[src/rtl/spi_eng_pkg.sv]
package spi_eng_pkg;

  // Divisor register width (loaded as two bytes).
  localparam int unsigned DIV_W = 16;

  // Register addresses.
  localparam logic [2:0] A_STAT = 3'd0;
  localparam logic [2:0] A_CTRL = 3'd1;
  localparam logic [2:0] A_CFG  = 3'd2;
  localparam logic [2:0] A_DIV  = 3'd3;
  localparam logic [2:0] A_DATA = 3'd4;

  // Control byte: trigger arm bit position.
  localparam int unsigned ARM_BIT = 7;

  typedef struct packed {
    logic cpha;
    logic cpol;
  } line_cfg_t;

endpackage

[src/rtl/spi_eng_regs.sv]
module spi_eng_regs
  import spi_eng_pkg::*;
#(
  parameter int unsigned DATA_W = 32,
  localparam int unsigned SIZE_W = $clog2(DATA_W)
) (
  input  logic              clk,
  input  logic              rst_n,
  input  logic              wr_en,
  input  logic              rd_en,
  input  logic [2:0]        addr,
  input  logic [7:0]        wdata,
  output logic [7:0]        rdata,
  input  logic              busy,
  input  logic [7:0]        rx_byte,
  output line_cfg_t         cfg,
  output logic [DIV_W-1:0]  divisor,
  output logic [DATA_W-1:0] tx_buf,
  output logic              start,
  output logic [SIZE_W-1:0] size,
  output logic              arm,
  output logic              rx_pop
);

  localparam int unsigned BYTES = DATA_W / 8;
  localparam int unsigned PTR_W = (BYTES > 1) ? $clog2(BYTES) : 1;

  logic wr_ctrl, wr_cfg, wr_div, wr_data;
  logic div_lo_next_q;
  logic [PTR_W-1:0] wptr_q;

  assign wr_ctrl = wr_en && (addr == A_CTRL);
  assign wr_cfg  = wr_en && (addr == A_CFG);
  assign wr_div  = wr_en && (addr == A_DIV);
  assign wr_data = wr_en && (addr == A_DATA);

  // Launch happens on the control write itself; dropped while busy.
  assign start  = wr_ctrl && !busy;
  assign size   = wdata[SIZE_W-1:0];
  assign arm    = wdata[ARM_BIT];
  assign rx_pop = rd_en && (addr == A_DATA);

  always_ff @(posedge clk or negedge rst_n) begin
    if (!rst_n) begin
      cfg <= '0;
    end else if (wr_cfg) begin
      cfg <= line_cfg_t'(wdata[1:0]);
    end
  end

  // Divisor: first write high byte, second write low byte.
  always_ff @(posedge clk or negedge rst_n) begin
    if (!rst_n) begin
      divisor       <= '0;
      div_lo_next_q <= 1'b0;
    end else if (wr_div) begin
      if (div_lo_next_q) begin
        divisor[7:0] <= wdata;
      end else begin
        divisor[DIV_W-1:8] <= wdata;
      end
      div_lo_next_q <= !div_lo_next_q;
    end
  end

  // Transmit fill pointer walks down from the top byte lane.
  always_ff @(posedge clk or negedge rst_n) begin
    if (!rst_n) begin
      wptr_q <= PTR_W'(BYTES - 1);
    end else if (start) begin
      wptr_q <= PTR_W'(BYTES - 1);
    end else if (wr_data) begin
      wptr_q <= wptr_q - 1'b1;
    end
  end

  for (genvar g = 0; g < BYTES; g++) begin : g_lane
    logic [7:0] lane_q;
    always_ff @(posedge clk or negedge rst_n) begin
      if (!rst_n) begin
        lane_q <= '0;
      end else if (wr_data && (wptr_q == PTR_W'(g))) begin
        lane_q <= wdata;
      end
    end
    assign tx_buf[g*8 +: 8] = lane_q;
  end

  always_comb begin
    case (addr)
      A_STAT:  rdata = {7'b0, !busy};
      A_DATA:  rdata = rx_byte;
      default: rdata = '0;
    endcase
  end

endmodule

[src/rtl/spi_eng_baud.sv]
module spi_eng_baud
  import spi_eng_pkg::*;
(
  input  logic             clk,
  input  logic             rst_n,
  input  logic             start,
  input  logic             busy,
  input  logic [DIV_W-1:0] divisor,
  output logic             tick
);

  logic [DIV_W-1:0] cnt_q;
  logic [DIV_W-1:0] reload_q;

  assign tick = busy && (cnt_q == '0);

  always_ff @(posedge clk or negedge rst_n) begin
    if (!rst_n) begin
      cnt_q    <= '0;
      reload_q <= '0;
    end else if (start) begin
      cnt_q    <= divisor;
      reload_q <= divisor;
    end else if (busy) begin
      if (cnt_q == '0) begin
        cnt_q <= reload_q;
      end else begin
        cnt_q <= cnt_q - 1'b1;
      end
    end
  end

endmodule

[src/rtl/spi_eng_shifter.sv]
module spi_eng_shifter #(
  parameter int unsigned DATA_W = 32,
  localparam int unsigned SIZE_W = $clog2(DATA_W),
  localparam int unsigned EDGE_W = $clog2(2 * DATA_W + 1)
) (
  input  logic              clk,
  input  logic              rst_n,
  input  logic              start,
  input  logic [SIZE_W-1:0] size,
  input  logic              arm,
  input  logic              cpol,
  input  logic              cpha,
  input  logic [DATA_W-1:0] tx_buf,
  input  logic              tick,
  input  logic              miso,
  input  logic              rx_pop,
  output logic              busy,
  output logic              sck,
  output logic              ss_n,
  output logic              mosi,
  output logic              trig,
  output logic [7:0]        rx_byte
);

  logic              busy_q, sck_q, cpol_q, cpha_q, arm_q;
  logic [EDGE_W-1:0] edge_q, last_q;
  logic [DATA_W-1:0] sh_q, rx_q;
  logic              lead, sample_now, shift_now;

  // Even edge index is a leading edge (away from idle level).
  assign lead       = !edge_q[0];
  assign sample_now = cpha_q ? !lead : lead;
  assign shift_now  = cpha_q ? (lead && (edge_q != '0)) : !lead;

  always_ff @(posedge clk or negedge rst_n) begin
    if (!rst_n) begin
      busy_q <= 1'b0;
      sck_q  <= 1'b0;
      cpol_q <= 1'b0;
      cpha_q <= 1'b0;
      arm_q  <= 1'b0;
      edge_q <= '0;
      last_q <= '0;
      sh_q   <= '0;
      rx_q   <= '0;
    end else if (start) begin
      busy_q <= 1'b1;
      sck_q  <= cpol;
      cpol_q <= cpol;
      cpha_q <= cpha;
      arm_q  <= arm;
      edge_q <= '0;
      last_q <= EDGE_W'((32'(size) + 32'd1) * 32'd2);
      sh_q   <= tx_buf;
      rx_q   <= '0;
    end else if (busy_q) begin
      if (tick) begin
        if (edge_q == last_q) begin
          busy_q <= 1'b0;
          arm_q  <= 1'b0;
          sck_q  <= cpol_q;
        end else begin
          sck_q  <= !sck_q;
          edge_q <= edge_q + 1'b1;
          if (sample_now) begin
            rx_q <= {rx_q[DATA_W-2:0], miso};
          end
          if (shift_now) begin
            sh_q <= {sh_q[DATA_W-2:0], 1'b0};
          end
        end
      end
    end else if (rx_pop) begin
      rx_q <= rx_q >> 8;
    end
  end

  assign busy    = busy_q;
  assign ss_n    = !busy_q;
  assign sck     = busy_q ? sck_q : cpol;
  assign mosi    = sh_q[DATA_W-1];
  assign trig    = busy_q && arm_q;
  assign rx_byte = rx_q[7:0];

endmodule

[src/rtl/spi_reg_engine.sv]
module spi_reg_engine
  import spi_eng_pkg::*;
#(
  parameter int unsigned DATA_W = 32
) (
  input  logic       clk,
  input  logic       rst_n,
  input  logic       wr_en,
  input  logic       rd_en,
  input  logic [2:0] addr,
  input  logic [7:0] wdata,
  output logic [7:0] rdata,
  output logic       sck,
  output logic       ss_n,
  output logic       mosi,
  input  logic       miso,
  output logic       trig
);

  localparam int unsigned SIZE_W = $clog2(DATA_W);

  line_cfg_t         cfg;
  logic              cfg_cpol;
  logic [DIV_W-1:0]  divisor;
  logic [DATA_W-1:0] tx_buf;
  logic              start, arm, rx_pop, busy, tick;
  logic [SIZE_W-1:0] size;
  logic [7:0]        rx_byte;

  assign cfg_cpol = cfg.cpol;

  spi_eng_regs #(.DATA_W(DATA_W)) i_regs (
    .clk     (clk),
    .rst_n   (rst_n),
    .wr_en   (wr_en),
    .rd_en   (rd_en),
    .addr    (addr),
    .wdata   (wdata),
    .rdata   (rdata),
    .busy    (busy),
    .rx_byte (rx_byte),
    .cfg     (cfg),
    .divisor (divisor),
    .tx_buf  (tx_buf),
    .start   (start),
    .size    (size),
    .arm     (arm),
    .rx_pop  (rx_pop)
  );

  spi_eng_baud i_baud (
    .clk     (clk),
    .rst_n   (rst_n),
    .start   (start),
    .busy    (busy),
    .divisor (divisor),
    .tick    (tick)
  );

  spi_eng_shifter #(.DATA_W(DATA_W)) i_shift (
    .clk     (clk),
    .rst_n   (rst_n),
    .start   (start),
    .size    (size),
    .arm     (arm),
    .cpol    (cfg_cpol),
    .cpha    (cfg.cpha),
    .tx_buf  (tx_buf),
    .tick    (tick),
    .miso    (miso),
    .rx_pop  (rx_pop),
    .busy    (busy),
    .sck     (sck),
    .ss_n    (ss_n),
    .mosi    (mosi),
    .trig    (trig),
    .rx_byte (rx_byte)
  );

endmodule

[config.mk]
export PLATFORM = sky130hd
export DESIGN_NAME = spi_reg_engine
export DESIGN_NICKNAME = d
export VERILOG_FILES = /design/src/rtl/spi_eng_pkg.sv /design/src/rtl/spi_eng_regs.sv /design/src/rtl/spi_eng_baud.sv /design/src/rtl/spi_eng_shifter.sv /design/src/rtl/spi_reg_engine.sv
export SDC_FILE = /design/constraint.sdc
export NUM_CORES = 1
export LEC_CHECK = 0
export BUFFER_PORTS_ARGS = -buffer_cell sky130_fd_sc_hd__buf_4
export CAP_MARGIN = 30
export CORE_ASPECT_RATIO = 1.75
export CORE_MARGIN = 2
export CORE_UTILIZATION = 53
export CTS_CLUSTER_DIAMETER = 50
export DETAILED_ROUTE_END_ITERATION = 6
export HOLD_SLACK_MARGIN = 0.03
export PLACE_DENSITY = 0.7
export SLEW_MARGIN = 20
export SYNTH_ARGS = -nofsm -noshare
export SYNTH_HDL_FRONTEND = slang
export SYNTH_SLANG_ARGS = --single-unit
[constraint.sdc]
create_clock -name clk -period 4 [get_ports clk]
set_input_delay 0.8 -clock clk [delete_from_list [all_inputs] [get_ports clk]]
set_output_delay 0.8 -clock clk [all_outputs]
set_load 0.01 [all_outputs]
==> qor.yml, run 1 <==
synth:
  synth_area_leaders: "dfrtp_1 50%, mux2_2 7.5%, nand2_1 6.4%, a221o_1 3.6%, mux2_4 3.4%"
  postSynthNetCount: 810
  synthesis.area_mm2: 0.00829
  syn_inst: 785
  synth_warnings: 0
  ys_async_sr_fraction_pct: 100
  seq_area_frac_synth_pct: 50.5
  synth_most_common_cell: "dfrtp_1"
  synth_edf_count: 0
  synthDistinctLibCells: 50
  synth_area_per_cell_um2: 10.6
  synth_top_area_share_pct: 49.8
  yosys_most_used_dff: "dfrtp_1"
  synth_top_area_cell: "dfrtp_1"
  yosys-top-cells-count: "165 x dfrtp_1, 141 x nand2_1, 55 x mux2_2"
  ys_ff_latch: 167
timing:
  worst_clock_skew_ns: 0.0110
  rsz0062_at_grt: "no"
  maxSlewViolCount: 0
  slew_headroom_pct: 42.8
  max_freq_mhz: 314
  final-hold-violation-count: 0
  worst_pin_slew_ns: 0.858
  period_share_pct: 79.6
  setup_viol: 0
  fin_crit_ns: 3.18
  fin_setup_tns_ns: 0
grt:
  grt_pass1_vias: 6101
  track_usage_pct: 23.9
  globalRouteOverflowTotal: 0
  grt_pass1_wl_mm: 31.6
  grt_max_degree: 86
  antenna_found_initial: 0
critical_path:
  critPathKind: "flop to flop"
  critPathLaunchType: "flop"
  arrival_ns: 3.49
  r2r-end: "i_shift.rx_q[5]"
  crit_path_end_kind: "flop"
  crit_required_ns: 4.31
  ff2ff_setup_slack_ns: 0.82
  worst-path-max-fanout: 24
  reg2reg_depth: 8
  r2r-start: "i_baud.cnt_q[0]"
worst_hold_path:
  hold_path.class: "input port to asynchronous set/reset pin"
final_layout:
  diodes: 0
  fill_cells: 1258
  areaGrowthSynthToFinish_pct: 11.0
  final_nets: 818
  final_cells: 992
  layout-drive-gt1-share_pct: 19.7
clock_tree:
  post-cts-setup-buffers: 0
  cts_tree: "built"
  htreeDepth: 4
  cts_sinks: 167
  cts.clk_slew.worst_paths_ns: 0.07
  cts-root-buf: "clkbuf_16"
  clk_latency_ns: 0.43
  cts-buffers-inserted: 17
  cts_hold_buf: 0
  clk_path_buf_depth: 2
  ctsResizeCount: 0
outcome:
  status: "finished, final reports clean"
placement:
  gp_congestion: 0.854
  placed_cells: 960
  dp_hpwl_mm: 12.5
  numPortBuffers: 27
die:
  die_x_um: 98.5
  core-area_mm2: 0.0153
  start_util_pct: 54.1
  dieArea_mm2: 0.0167
  io_pins: 28
  chipHeight_um: 169
  fp-row-count: 60
power:
  powerDensity_mw_per_mm2: 467
  peakVddDrop_uv: 270
  power_leakage_nw: 4.54
drt:
  finalWirelength_mm: 18.9
  ant_nets: 0
  drt_pass1_iterations: 5
  num_vias: 5901
  routedWlPerCell_um: 19.1
  avgViaCountPerCell: 5.95
  route.detailed.drc: 0
  drt-initial-drc-count: 405
run:
  max-cap-violations: 0
-- worst max-delay path, stage by stage, from the launching register on --
cell and delay [ns]:
dfrtp_1 0.42, inv_1 0.12, ha_1 0.17, or4b_1 0.58
or4_4 0.56, or2_4 0.31, o31a_1 0.29, buf_4 0.26
mux2_4 0.34
-- cells by family after synthesis --
group	after synthesis	share of synthesized area (%)
AO/OA/AOI/OAI	146	12.4
XOR/XNOR	25	2.64
adder cells (fa/ha/maj)	9	1.36
buffers and inverters	70	3.82
flip-flops	167	50.5
multiplexers	96	13.6
AND/OR/NAND/NOR	272	15.7
-- how the worst max path moves through the flow --
stage | startpoint | endpoint
after floorplan | i_baud.cnt_q[0] | i_shift.rx_q[10]
after global placement | i_baud.cnt_q[0] | i_shift.rx_q[11]
after detailed placement | i_baud.cnt_q[0] | i_shift.rx_q[8]
after CTS | i_baud.cnt_q[0] | i_shift.rx_q[5]
after global routing | i_baud.cnt_q[0] | i_shift.rx_q[19]
final | i_baud.cnt_q[0] | i_shift.rx_q[5]
-- state kept, by name, indices dropped and copies added (netlist names) --
register	count
i_shift.arm_q	1
i_shift.busy	1
i_shift.sck_q	1
i_baud.cnt_q	16
i_shift.edge_q	7
i_shift.cpha_q	1
i_shift.cpol_q	1
i_shift.sh_q	32
i_shift.last_q	6
i_regs.wptr_q	2
i_regs.divisor	16
i_shift.rx_q	32
i_regs.cfg	2
i_baud.reload_q	16
i_regs.g_lane.lane_q	32
i_regs.div_lo_next_q	1
-- metal layers --
metal / routed length, um / up-vias / track usage [%]
li1: - / 2771 / -
met1: 7830 / 2981 / 30.4
met2: 10100 / 119 / 41.3
met3: 623 / 30 / 3.67
met4: 388 / 0 / 8.64
met5: 0 / - / 0
-- cell type report --
type,count,area (um2),area share (%)
inverter,17,63.8,0.694
clock buffer,17,425,4.63
timing repair buffer,42,319,3.47
sequential,167,4180,45.5
tap,186,233,2.53
clock inverter,15,166,1.81
multi-input combinational,548,3810,41.4
-- report_power, final --
part | switching, mW | internal [mW] | leakage (nW)
clock network | 0.707 | 0.936 | 0.293
logic | 0.199 | 0.268 | 2.25
registers | 0.218 | 1.97 | 2.00
total | 1.12 | 3.17 | 4.54
-- cell usage in the layout, fill, tap and decap left out, types with 3 or more instances in the layout --
master / count
xnor2_1: 16
mux2i_1: 22
and3_1: 10
o22ai_1: 6
buf_4: 41
nor3_1: 7
clkbuf_16: 17
a221o_1: 30
clkinv_2: 3
mux2_2: 55
and2_1: 40
nand3_1: 14
inv_6: 5
dfrtp_1: 164
a21oi_1: 19
o31ai_1: 12
ha_1: 9
or4_1: 8
xor2_1: 9
inv_1: 17
nand3b_1: 3
nor2_1: 23
o41ai_1: 3
nor4_1: 5
mux2_4: 19
a21boi_0: 29
o21ai_0: 38
nand2_1: 141
-- metrics by stage --
| step | hold slack [ns] | total power [mW] | worst slack, ns | cell area [um2] | utilization, % |
|---|---|---|---|---|---|
| 4_1_cts | 0.468 | 4.33 | 0.834 | 9200 | 60.1 |
| 5_1_grt | 0.489 | 4.49 | 0.721 | 9200 | 60.1 |
| 2_1_floorplan | 0.435 | 2.50 | 1.12 | 8290 | - |
| 3_5_place_dp | 0.458 | 2.69 | 0.855 | 8610 | 56.2 |
| 3_3_place_gp | 0.442 | 2.63 | 0.945 | 8610 | 56.2 |
| 6_report | 0.421 | 4.29 | 0.817 | 9200 | 60.1 |
Note: power is estimated with default switching activity, not from simulation.
==> run 2: changes to the inputs <==
PLACE_DENSITY = 0.72   (was 0.7)
clock period = 2.9 ns   (was 4 ns; I/O delays follow)
==> run 2 against run 1 <==
Die area stayed put. Total power grew 40%. Hold slack lost 0.29 ns. Clock skew up 0.0021 ns. Clock-buffer cell count unchanged. First-iteration DRC count fell by 2.5%. Largest cell class unchanged. Cell area grew 2.8%. Register-to-register slack got worse by 0.74 ns. Non-clock buffer count up 19.
==> qor.yml, run 2 (same netlist as run 1, synthesis figures left out) <==
final_layout:
  layout-drive-gt1-share_pct: 21.9
  final_cells: 1011
  final_nets: 837
  diodes: 0
  post-route-util_pct: 61.7
  mostFrequentLayoutCell: "dfrtp_1"
  top_regs: "i_regs.g_lane.lane_q (32), i_shift.rx_q (32), i_shift.sh_q (32)"
  layout_common_cells: "164 x dfrtp_1, 141 x nand2_1, 55 x mux2_2"
  areaGrowthSynthToFinish_pct: 14.1
grt:
  grt_pass1_wl_mm: 32.1
  grt_pass1_vias: 6356
  antenna_found_initial: 0
  globalRouteOverflowTotal: 0
  track_usage_pct: 24.1
  grt_max_degree: 66
die:
  die_x_um: 98.5
  start_util_pct: 54.1
  dieArea_mm2: 0.0167
  chipHeight_um: 169
  fp-row-count: 60
  io_pins: 28
  core-area_mm2: 0.0153
timing:
  final-hold-violation-count: 0
  period_share_pct: 97.4
  max_freq_mhz: 354
  fin_setup_tns_ns: 0
  fin_crit_ns: 2.82
  slew_headroom_pct: 42.9
  setup_ws_ns: 0.0767
  rsz0062_at_grt: "no"
  worst_clock_skew_ns: 0.0131
  worst_pin_slew_ns: 0.848
  setup_viol: 0
  maxSlewViolCount: 0
  hold_ws_ns: 0.134
clock_tree:
  cts_sinks: 167
  cts_tree: "built"
  cts-root-buf: "clkbuf_16"
  htreeDepth: 4
  cts.clk_slew.worst_paths_ns: 0.07
  clk_latency_ns: 0.43
  cts-buffers-inserted: 17
  clk_path_buf_depth: 2
  cts_hold_buf: 0
run:
  max-cap-violations: 0
critical_path:
  crit_required_ns: 3.21
  worst-path-max-fanout: 24
  critPathLaunchType: "flop"
  critPathKind: "flop to flop"
  crit_path_end_kind: "flop"
  arrival_ns: 3.13
drt:
  drt_pass1_iterations: 4
  finalWirelength_mm: 19.4
  drt-initial-drc-count: 395
  ant_nets: 0
  avgViaCountPerCell: 5.99
  num_vias: 6056
  routedWlPerCell_um: 19.1
  route.detailed.drc: 0
power:
  power_leakage_nw: 4.67
  peakVddDrop_uv: 391
  powerDensity_mw_per_mm2: 637
placement:
  dp_hpwl_mm: 12.5
  placed_cells: 975
  gp_congestion: 0.867
  dp_slack_ns: 0.0772
  numPortBuffers: 27
outcome:
  status: "finished, final reports clean"
worst_hold_path:
  hold_path.class: "input port to asynchronous set/reset pin"
[run 2: metrics by stage]
stage | cell area, um2 | power (mW)
floorplan | 8290 | 3.45
global placement | 8780 | 3.66
detailed placement | 8780 | 3.73
CTS | 9390 | 6.06
global route | 9450 | 6.29
finish | 9450 | 6.02
[run 2: area by class of cell]
cell class,instances,area [um2]
clock buffers,17,425
multi-input cells,548,3820
clock inverters,15,183
inverters,17,63.8
flip-flops and latches,167,4180
fillers,1208,5860
well taps,186,233
repair buffers,61,546
[run 2: where the power goes]
part / switching [mW] / total (mW) / internal [mW]
Sequential: 0.278 / 2.99 / 2.71
Combinational: 0.313 / 0.708 / 0.395
Clock: 1.02 / 2.33 / 1.31
[run 2: metal layers]
metal  share of wire, %  track usage, %  vias up
li1                   -               -     2801
met1                 40            29.5     3050
met2                 53            42.2      159
met3                3.9            3.62       46
met4                2.7            10.3        0
met5                  0               0        -
[run 2: worst max-delay path: stages, from the launching register on]
cell and delay (ns):
dfrtp_1 0.40, inv_1 0.11, ha_1 0.16, or4b_4 0.46, or4_4 0.51, or2_4 0.25, o31a_1 0.32, buf_12 0.19
mux2_4 0.30
[run 2: what timing repair did]
item                                    CTS  global route
buffers inserted                          0             2
gates resized for setup                   0             4
endpoints found under the setup margin    0            36
[run 2: path summary, 6_finish.rpt]
| kind | start | endpoint | slack [ns] | depth (start not counted) |
|---|---|---|---|---|
| setup reg to reg | i_baud.cnt_q[1] | i_shift.rx_q[20] | 0.08 | 8 |
| setup / recovery | i_baud.cnt_q[1] | i_shift.rx_q[20] | 0.08 | 8 |
| min in group clk | i_baud.reload_q[10] | i_baud.reload_q[10] | 0.47 | 2 |
| hold / removal | rst_n | i_shift.rx_q[24] | 0.13 | 1 |
| max in group asynchronous | rst_n | i_shift.rx_q[28] | 1.96 | 2 |
| hold reg to reg | i_baud.reload_q[10] | i_baud.reload_q[10] | 0.47 | 2 |
